===== config.mk =====
export PLATFORM = sky130hd
export DESIGN_NAME = rxd_dma
export DESIGN_NICKNAME = d
export VERILOG_FILES = /design/src/rtl/rxd_pkg.sv /design/src/rtl/rxd_ingress.sv /design/src/rtl/rxd_packer.sv /design/src/rtl/rxd_ctrl.sv /design/src/rtl/rxd_dma.sv
export SDC_FILE = /design/constraint.sdc
export NUM_CORES = 1
export LEC_CHECK = 0
export ABC_AREA = 1
export BUFFER_PORTS_ARGS = -buffer_cell sky130_fd_sc_hd__buf_2
export CORE_MARGIN = 2
export CORE_UTILIZATION = 50
export CTS_CLUSTER_DIAMETER = 60
export DETAILED_ROUTE_END_ITERATION = 10
export PLACE_DENSITY = 0.71
export SYNTH_ARGS = -nofsm -noshare
export SYNTH_HDL_FRONTEND = slang
export SYNTH_SLANG_ARGS = --single-unit

===== constraint.sdc =====
create_clock -name clk -period 3.3 [get_ports clk]
set_input_delay 0.165 -clock clk [delete_from_list [all_inputs] [get_ports clk]]
set_output_delay 0.165 -clock clk [all_outputs]
set_load 0.02 [all_outputs]

===== src/rtl/rxd_pkg.sv =====
package rxd_pkg;
  typedef enum logic [2:0] {
    ST_STOP  = 3'd0,
    ST_FETCH = 3'd1,
    ST_WAIT  = 3'd3,
    ST_SUSP  = 3'd4,
    ST_CLOSE = 3'd5,
    ST_WRITE = 3'd7
  } rx_state_e;

  localparam int DW        = 32;
  localparam int LANES     = DW / 8;
  localparam int OWN_BIT   = 31;
  localparam int ERR_BIT   = 15;
  localparam int FIRST_BIT = 9;
  localparam int LAST_BIT  = 8;
  localparam int LEN_LSB   = 16;
  localparam int LEN_W     = 14;
  localparam int SIZE_W    = 12;
  localparam int CHAIN_BIT = 14;
  localparam int EOR_BIT   = 15;
  localparam int DESC_WORDS = 4;
endpackage


===== src/rtl/rxd_ingress.sv =====
// Tracks frame boundaries on the input stream and counts dropped frames.
module rxd_ingress #(
  parameter int CW = 8
) (
  input  logic          clk,
  input  logic          rst,
  input  logic          rx_valid,
  input  logic          rx_last,
  input  logic          accept,
  output logic          frame_start,
  output logic [CW-1:0] missed
);
  logic in_frame_q;
  logic [CW-1:0] miss_q;

  assign frame_start = rx_valid & ~in_frame_q;
  assign missed = miss_q;

  always_ff @(posedge clk) begin
    if (rst) begin
      in_frame_q <= 1'b0;
      miss_q     <= '0;
    end else begin
      if (rx_valid) in_frame_q <= ~rx_last;
      if (frame_start && !accept) miss_q <= miss_q + 1'b1;
    end
  end
endmodule


===== src/rtl/rxd_packer.sv =====
// Packs frame bytes into words, counts stored bytes, flags overflow.
module rxd_packer
  import rxd_pkg::*;
#(
  parameter int SW = SIZE_W
) (
  input  logic          clk,
  input  logic          rst,
  input  logic          start,
  input  logic          byte_vld,
  input  logic [7:0]    byte_in,
  input  logic [SW-1:0] size,
  output logic          wr_en,
  output logic [SW-3:0] wr_idx,
  output logic [DW-1:0] wr_data,
  output logic [SW-1:0] count,
  output logic          err
);
  logic [SW-1:0] cnt_q, cnt_eff;
  logic [DW-1:0] asm_q, asm_eff, base_w;
  logic          err_q, err_eff, fits;
  logic [1:0]    lane;

  assign cnt_eff = start ? '0 : cnt_q;
  assign asm_eff = start ? '0 : asm_q;
  assign err_eff = start ? 1'b0 : err_q;
  assign fits    = cnt_eff < size;
  assign lane    = cnt_eff[1:0];
  assign base_w  = (lane == 2'd0) ? '0 : asm_eff;

  for (genvar l = 0; l < LANES; l++) begin : g_lane
    assign wr_data[8*l +: 8] = (lane == 2'(l)) ? byte_in : base_w[8*l +: 8];
  end

  assign wr_en  = byte_vld & fits;
  assign wr_idx = cnt_eff[SW-1:2];
  assign count  = cnt_q;
  assign err    = err_q;

  always_ff @(posedge clk) begin
    if (rst) begin
      cnt_q <= '0;
      asm_q <= '0;
      err_q <= 1'b0;
    end else if (byte_vld) begin
      if (fits) begin
        cnt_q <= cnt_eff + 1'b1;
        asm_q <= wr_data;
        err_q <= err_eff;
      end else begin
        cnt_q <= cnt_eff;
        asm_q <= asm_eff;
        err_q <= 1'b1;
      end
    end
  end
endmodule


===== src/rtl/rxd_ctrl.sv =====
// Descriptor fetch / close sequencer and memory port owner.
module rxd_ctrl
  import rxd_pkg::*;
#(
  parameter int AW = 12
) (
  input  logic              clk,
  input  logic              rst,
  input  logic              run,
  input  logic              poll,
  input  logic [AW-1:0]     base,
  input  logic              frame_start,
  input  logic              rx_valid,
  input  logic              rx_last,
  input  logic              pk_wr_en,
  input  logic [SIZE_W-3:0] pk_wr_idx,
  input  logic [DW-1:0]     pk_wr_data,
  input  logic [SIZE_W-1:0] pk_count,
  input  logic              pk_err,
  input  logic [DW-1:0]     mem_rdata,
  output logic              accept,
  output logic              body,
  output logic [SIZE_W-1:0] buf_size,
  output logic [2:0]        state,
  output logic              mem_en,
  output logic              mem_we,
  output logic [AW-1:0]     mem_addr,
  output logic [DW-1:0]     mem_wdata
);
  localparam int FC_W = 3;
  localparam logic [FC_W-1:0] FC_LAST = FC_W'(DESC_WORDS + 1);

  rx_state_e st_q, st_d;
  logic [FC_W-1:0] fcnt_q;
  logic [AW-1:0]   cur_q, buf_q, nxt_q;
  logic [SIZE_W-1:0] size_q;
  logic            own_q, chain_q, eor_q;
  logic            men_d, mwe_d;
  logic [AW-1:0]   maddr_d;
  logic [DW-1:0]   mwd_d, status_w;
  logic            unused_bits;

  assign unused_bits = ^{mem_rdata[DW-1:AW]};

  assign accept   = (st_q == ST_WAIT) & run;
  assign body     = (st_q == ST_WRITE);
  assign buf_size = size_q;
  assign state    = st_q;

  always_comb begin
    status_w = '0;
    status_w[LEN_LSB +: LEN_W] = LEN_W'(pk_count);
    status_w[ERR_BIT]   = pk_err;
    status_w[FIRST_BIT] = 1'b1;
    status_w[LAST_BIT]  = 1'b1;
  end

  always_comb begin
    st_d    = st_q;
    men_d   = 1'b0;
    mwe_d   = 1'b0;
    maddr_d = mem_addr;
    mwd_d   = mem_wdata;
    case (st_q)
      ST_STOP: if (run) st_d = ST_FETCH;
      ST_FETCH: begin
        if (!run) st_d = ST_STOP;
        else begin
          if (fcnt_q < FC_W'(DESC_WORDS)) begin
            men_d   = 1'b1;
            maddr_d = cur_q + AW'(fcnt_q);
          end
          if (fcnt_q == FC_LAST) st_d = own_q ? ST_WAIT : ST_SUSP;
        end
      end
      ST_SUSP: begin
        if (!run) st_d = ST_STOP;
        else if (poll) st_d = ST_FETCH;
      end
      ST_WAIT: begin
        if (!run) st_d = ST_STOP;
        else if (frame_start) st_d = rx_last ? ST_CLOSE : ST_WRITE;
      end
      ST_WRITE: if (rx_valid && rx_last) st_d = ST_CLOSE;
      ST_CLOSE: begin
        men_d   = 1'b1;
        mwe_d   = 1'b1;
        maddr_d = cur_q;
        mwd_d   = status_w;
        st_d    = run ? ST_FETCH : ST_STOP;
      end
      default: st_d = ST_STOP;
    endcase
    if (pk_wr_en) begin
      men_d   = 1'b1;
      mwe_d   = 1'b1;
      maddr_d = buf_q + AW'(pk_wr_idx);
      mwd_d   = pk_wr_data;
    end
  end

  always_ff @(posedge clk) begin
    if (rst) begin
      st_q      <= ST_STOP;
      fcnt_q    <= '0;
      cur_q     <= '0;
      buf_q     <= '0;
      nxt_q     <= '0;
      size_q    <= '0;
      own_q     <= 1'b0;
      chain_q   <= 1'b0;
      eor_q     <= 1'b0;
      mem_en    <= 1'b0;
      mem_we    <= 1'b0;
      mem_addr  <= '0;
      mem_wdata <= '0;
    end else begin
      st_q      <= st_d;
      mem_en    <= men_d;
      mem_we    <= mwe_d;
      mem_addr  <= maddr_d;
      mem_wdata <= mwd_d;
      if (st_q == ST_STOP && st_d == ST_FETCH) cur_q <= base;
      if (st_q == ST_CLOSE)
        cur_q <= eor_q ? base : (chain_q ? nxt_q : cur_q + AW'(DESC_WORDS));
      if (st_d == ST_FETCH && st_q != ST_FETCH) fcnt_q <= '0;
      else if (st_q == ST_FETCH) fcnt_q <= fcnt_q + 1'b1;
      if (st_q == ST_FETCH) begin
        case (fcnt_q)
          3'd2: own_q <= mem_rdata[OWN_BIT];
          3'd3: begin
            size_q  <= mem_rdata[SIZE_W-1:0];
            chain_q <= mem_rdata[CHAIN_BIT];
            eor_q   <= mem_rdata[EOR_BIT];
          end
          3'd4: buf_q <= mem_rdata[AW-1:0];
          3'd5: nxt_q <= mem_rdata[AW-1:0];
          default: ;
        endcase
      end
    end
  end
endmodule


===== src/rtl/rxd_dma.sv =====
module rxd_dma
  import rxd_pkg::*;
#(
  parameter int AW = 12,
  parameter int CW = 8
) (
  input  logic          clk,
  input  logic          rst,
  input  logic [AW-1:0] ring_base,
  input  logic          run,
  input  logic          poll,
  input  logic          rx_valid,
  input  logic [7:0]    rx_data,
  input  logic          rx_last,
  output logic          mem_en,
  output logic          mem_we,
  output logic [AW-1:0] mem_addr,
  output logic [31:0]   mem_wdata,
  input  logic [31:0]   mem_rdata,
  output logic [2:0]    dma_state,
  output logic [CW-1:0] missed_cnt
);
  logic              frame_start, accept, body;
  logic              pk_wr_en, pk_err;
  logic [SIZE_W-3:0] pk_wr_idx;
  logic [DW-1:0]     pk_wr_data;
  logic [SIZE_W-1:0] pk_count, buf_size;

  rxd_ingress #(.CW(CW)) ingress_i (
    .clk(clk), .rst(rst), .rx_valid(rx_valid), .rx_last(rx_last),
    .accept(accept), .frame_start(frame_start), .missed(missed_cnt)
  );

  rxd_packer #(.SW(SIZE_W)) packer_i (
    .clk(clk), .rst(rst),
    .start(frame_start & accept),
    .byte_vld(rx_valid & ((frame_start & accept) | body)),
    .byte_in(rx_data), .size(buf_size),
    .wr_en(pk_wr_en), .wr_idx(pk_wr_idx), .wr_data(pk_wr_data),
    .count(pk_count), .err(pk_err)
  );

  rxd_ctrl #(.AW(AW)) ctrl_i (
    .clk(clk), .rst(rst), .run(run), .poll(poll), .base(ring_base),
    .frame_start(frame_start), .rx_valid(rx_valid), .rx_last(rx_last),
    .pk_wr_en(pk_wr_en), .pk_wr_idx(pk_wr_idx), .pk_wr_data(pk_wr_data),
    .pk_count(pk_count), .pk_err(pk_err), .mem_rdata(mem_rdata),
    .accept(accept), .body(body), .buf_size(buf_size), .state(dma_state),
    .mem_en(mem_en), .mem_we(mem_we), .mem_addr(mem_addr), .mem_wdata(mem_wdata)
  );
endmodule


==> flow_metrics.tcl <==
set metrics [dict create \
    run_status "completed" \
    first_global_vias 7420 \
    clockBufferDepth 2 \
    cp.required_ns 3.58 \
    ctsRootBufferMaster "sky130_fd_sc_hd__clkbuf_16" \
    pwr_density_cell_nw_per_um2 429 \
    postSynth.asyncResetShare_pct 0 \
    yosys-top-cells-count "274 x sky130_fd_sc_hd__nand2_1, 157 x sky130_fd_sc_hd__dfxtp_1, 140 x sky130_fd_sc_hd__nor2_1" \
    final.min_clock_period_ns 3.09 \
    synth-seq-cells 157 \
    numClockSinks 157 \
    holdPathEnd "ctrl_i.nxt_q[0]$_SDFFE_PP0P_" \
    cts_made_buffers 17 \
    clk_latency_ns 0.43 \
    synthToLayoutAreaGrowth_pct 15.9 \
    leak_nw 4.23 \
    drc 0 \
    detailedRoute.firstPassIterationCount 6 \
    distinct_cell_type_count_after_synthesis 39 \
    detailed_placer_s_ending_hpwl_um 16000 \
    yosysWarningCount 0 \
    synth_top_area_share_pct 38.0 \
    drt_first_iter_violations 632 \
    post_synth.cell_area_avg_sq_um 6.80 \
    die_area_sq_um 17600 \
    clk_pin_slew_worst_paths_ns 0.06 \
    slew_viol_final 0 \
    synth_top_cell_by_area "sky130_fd_sc_hd__dfxtp_1" \
    pre_cts_slack_ns 0.275 \
    routed-via-count 8125 \
    final_net_count 1399 \
    netlist_area_sq_um 8280 \
    antenna_cells_inserted 0 \
    antenna_left 0 \
    synth-edff-count 0 \
    setup_viol_count_final 0 \
    cts_setup_buffers 0 \
    core.rowCount 47 \
    crit_arrival_ns 3.36 \
    finalCritPeriodShare_pct 93.5 \
    place.gp.congestion 0.882 \
    routedWlPerCell_um 14.7 \
    critical_path.endpoint_type "flip-flop" \
    routed_via_density 5.27 \
    grt.overflow.total 0 \
    io_pins 115 \
    worst_hold_path_type "input port to flip-flop" \
    routed_wl_um 22700 \
    tightestPinTransition_ns 0.812 \
    dominantRegCellSynth "sky130_fd_sc_hd__dfxtp_1" \
    grt_antenna_before_repair 0 \
    fin_worst_skew_ns 0.0106 \
    placement.io_buffers 97 \
    start_util_pct 50.4 \
    setup_tns_ns 0 \
    max-cap-violations 0 \
    drive_gt1_share_pct 13.3 \
    fillerInstances 1563 \
    final_hold_fails 0 \
    htreeDepth 4 \
    gr-usage-all-layers_pct 26.1 \
    largest_net_degree_at_the_start_of_global_routing 71 \
    worst_ir_drop_vdd_mv 0.335 \
    core-area_sq_um 16400 \
    ff2ff_path_depth 18 \
    crit_type "flip-flop to flip-flop" \
    timing.critical_path.from_type "flip-flop" \
    place_area_sq_um 8960 \
    syn-instance-count 1218 \
    crit-reg2reg-launch "ctrl_i.state[1]$_SDFF_PP0_" \
    synth-seq-area-share_pct 38.0 \
    post-route-cell-area_sq_um 9590 \
    synth.net_count 1309 \
    cts_tree "done" \
    r2r_slack_ns 0.21 \
    max_freq_mhz 324 \
    post-route-util_pct 58.5 \
    die_height_um 133 \
    regToRegEndpoint "packer_i.count[11]$_SDFFE_PP0P_" \
    crit_path_max_fanout 19 \
    min-delay-start "mem_rdata[0]" \
    synthMostInstantiatedCell "sky130_fd_sc_hd__nand2_1" \
    relSlewSlack_pct 45.9 \
    holdPathStages 3 \
    grt_setup_unrepaired "no" \
    die_width_um 133 \
    grt_first_pass_wirelength_um 36700 \
    synth.area.top_cells "sky130_fd_sc_hd__dfxtp_1 38%, sky130_fd_sc_hd__nand2_1 12%, sky130_fd_sc_hd__o21ai_0 7.7%" \
    worst_slack_ns 0.215 \
]
[repair_timing]
action                                 in CTS  in global routing
endpoints found under the hold margin       5                  0
resized for setup                           0                  0
hold buffers                                6                  0
[where the power goes]
part           total (W)  switching [W]  leakage, nW  internal, W
Sequential       0.00195      0.0000289         1.27      0.00192
Combinational   0.000242       0.000156         2.69    0.0000862
Clock            0.00192       0.000831        0.268      0.00109
Total            0.00412        0.00102         4.23      0.00310
[cell type report]
class | count | area (sq um) | share of cell area, %
Multi-Input combinational cell | 860 | 4320 | 45.0
Sequential cell | 157 | 3140 | 32.8
Timing Repair Buffer | 128 | 746 | 7.77
Inverter | 144 | 541 | 5.63
Clock buffer | 22 | 464 | 4.84
Tap cell | 220 | 275 | 2.87
Clock inverter | 10 | 105 | 1.10
[per-layer routing]
metal	up-vias	wire length (um)	track usage, %
li1	4147	-	-
met1	3706	9890	33.3
met2	235	11000	44.7
met3	37	1300	4.25
met4	0	473	9.02
met5	-	0	0
[registers in the layout (all words and copies together) (netlist names), 3 cells and up]
name / cells
ctrl_i.buf_size: 12
ctrl_i.state: 3
ctrl_i.mem_addr: 12
ctrl_i.mem_wdata: 32
ingress_i.missed: 8
ctrl_i.cur_q: 12
packer_i.asm_q: 32
ctrl_i.nxt_q: 12
ctrl_i.fcnt_q: 3
packer_i.count: 12
ctrl_i.buf_q: 12
[worst max-delay path, cell delays in order, from the launching register on]
cell	delay, ns
sky130_fd_sc_hd__dfxtp_1	0.42
sky130_fd_sc_hd__nand2_1	0.12
sky130_fd_sc_hd__inv_1	0.09
sky130_fd_sc_hd__nand3_2	0.22
sky130_fd_sc_hd__inv_2	0.28
sky130_fd_sc_hd__nor2_1	0.13
sky130_fd_sc_hd__ha_1	0.29
sky130_fd_sc_hd__nand2_1	0.05
sky130_fd_sc_hd__nor2_1	0.13
sky130_fd_sc_hd__nand4_1	0.11
sky130_fd_sc_hd__nor2_1	0.16
sky130_fd_sc_hd__nand2_1	0.16
sky130_fd_sc_hd__nand3_2	0.14
sky130_fd_sc_hd__buf_4	0.27
sky130_fd_sc_hd__inv_1	0.12
sky130_fd_sc_hd__nand2_1	0.08
sky130_fd_sc_hd__nand2_1	0.04
sky130_fd_sc_hd__nand2_1	0.05
sky130_fd_sc_hd__a21oi_1	0.05
[cells in the final DEF, fill, tap and decap left out, types with 9 or more instances in the layout]
cell                        count
sky130_fd_sc_hd__nand2_1      274
sky130_fd_sc_hd__dfxtp_1      157
sky130_fd_sc_hd__nor2_1       140
sky130_fd_sc_hd__inv_1        135
sky130_fd_sc_hd__o21ai_0      127
sky130_fd_sc_hd__a21oi_1      112
sky130_fd_sc_hd__buf_2         97
sky130_fd_sc_hd__nand3_1       53
sky130_fd_sc_hd__ha_1          31
sky130_fd_sc_hd__buf_4         24
sky130_fd_sc_hd__xor2_1        19
sky130_fd_sc_hd__clkbuf_16     17
sky130_fd_sc_hd__nor3_1        14
sky130_fd_sc_hd__a31oi_1       14
sky130_fd_sc_hd__o22ai_1       10
sky130_fd_sc_hd__nand4_1        9
sky130_fd_sc_hd__nand3b_1       9
[worst max path at each step]
stage,slack [ns],cells after the start,start,end
2_1_floorplan,0.21,19,ctrl_i.state[1]$_SDFF_PP0_,packer_i.asm_q[21]$_SDFFE_PP0P_
3_3_place_gp,0.32,18,ctrl_i.state[0]$_SDFF_PP0_,packer_i.count[5]$_SDFFE_PP0P_
3_5_place_dp,0.27,18,ctrl_i.state[1]$_SDFF_PP0_,packer_i.count[11]$_SDFFE_PP0P_
4_1_cts,0.26,18,ctrl_i.state[1]$_SDFF_PP0_,packer_i.count[11]$_SDFFE_PP0P_
5_1_grt,0.05,16,ctrl_i.state[1]$_SDFF_PP0_,ctrl_i.mem_wdata[1]$_SDFFE_PP0P_
6_report,0.21,18,ctrl_i.state[1]$_SDFF_PP0_,packer_i.count[11]$_SDFFE_PP0P_
[per-stage QoR]
stage | hold WS (ns) | cells | power [W]
3_5_place_dp | 0.364 | 1503 | 0.00223
2_1_floorplan | 0.255 | 1218 | 0.00214
4_1_cts | 0.000268 | 1541 | 0.00413
3_3_place_gp | 0.366 | 1503 | 0.00223
6_report | 0.0108 | 1541 | 0.00412
5_1_grt | 0.0275 | 1541 | 0.00425
[cell families (layout without fill, tap and decap cells)]
kind of cell             Yosys count  after routing  synth area share [%]
AO/OA/AOI/OAI                    283            283                  18.2
XOR/XNOR                          21             21                  2.22
adder cells (fa/ha/maj)           33             33                  5.17
buffers and inverters            201            304                  9.83
flip-flops                       157            157                  38.0
AND/OR/NAND/NOR                  523            523                  26.6
Power figures use the tool's default switching activity.
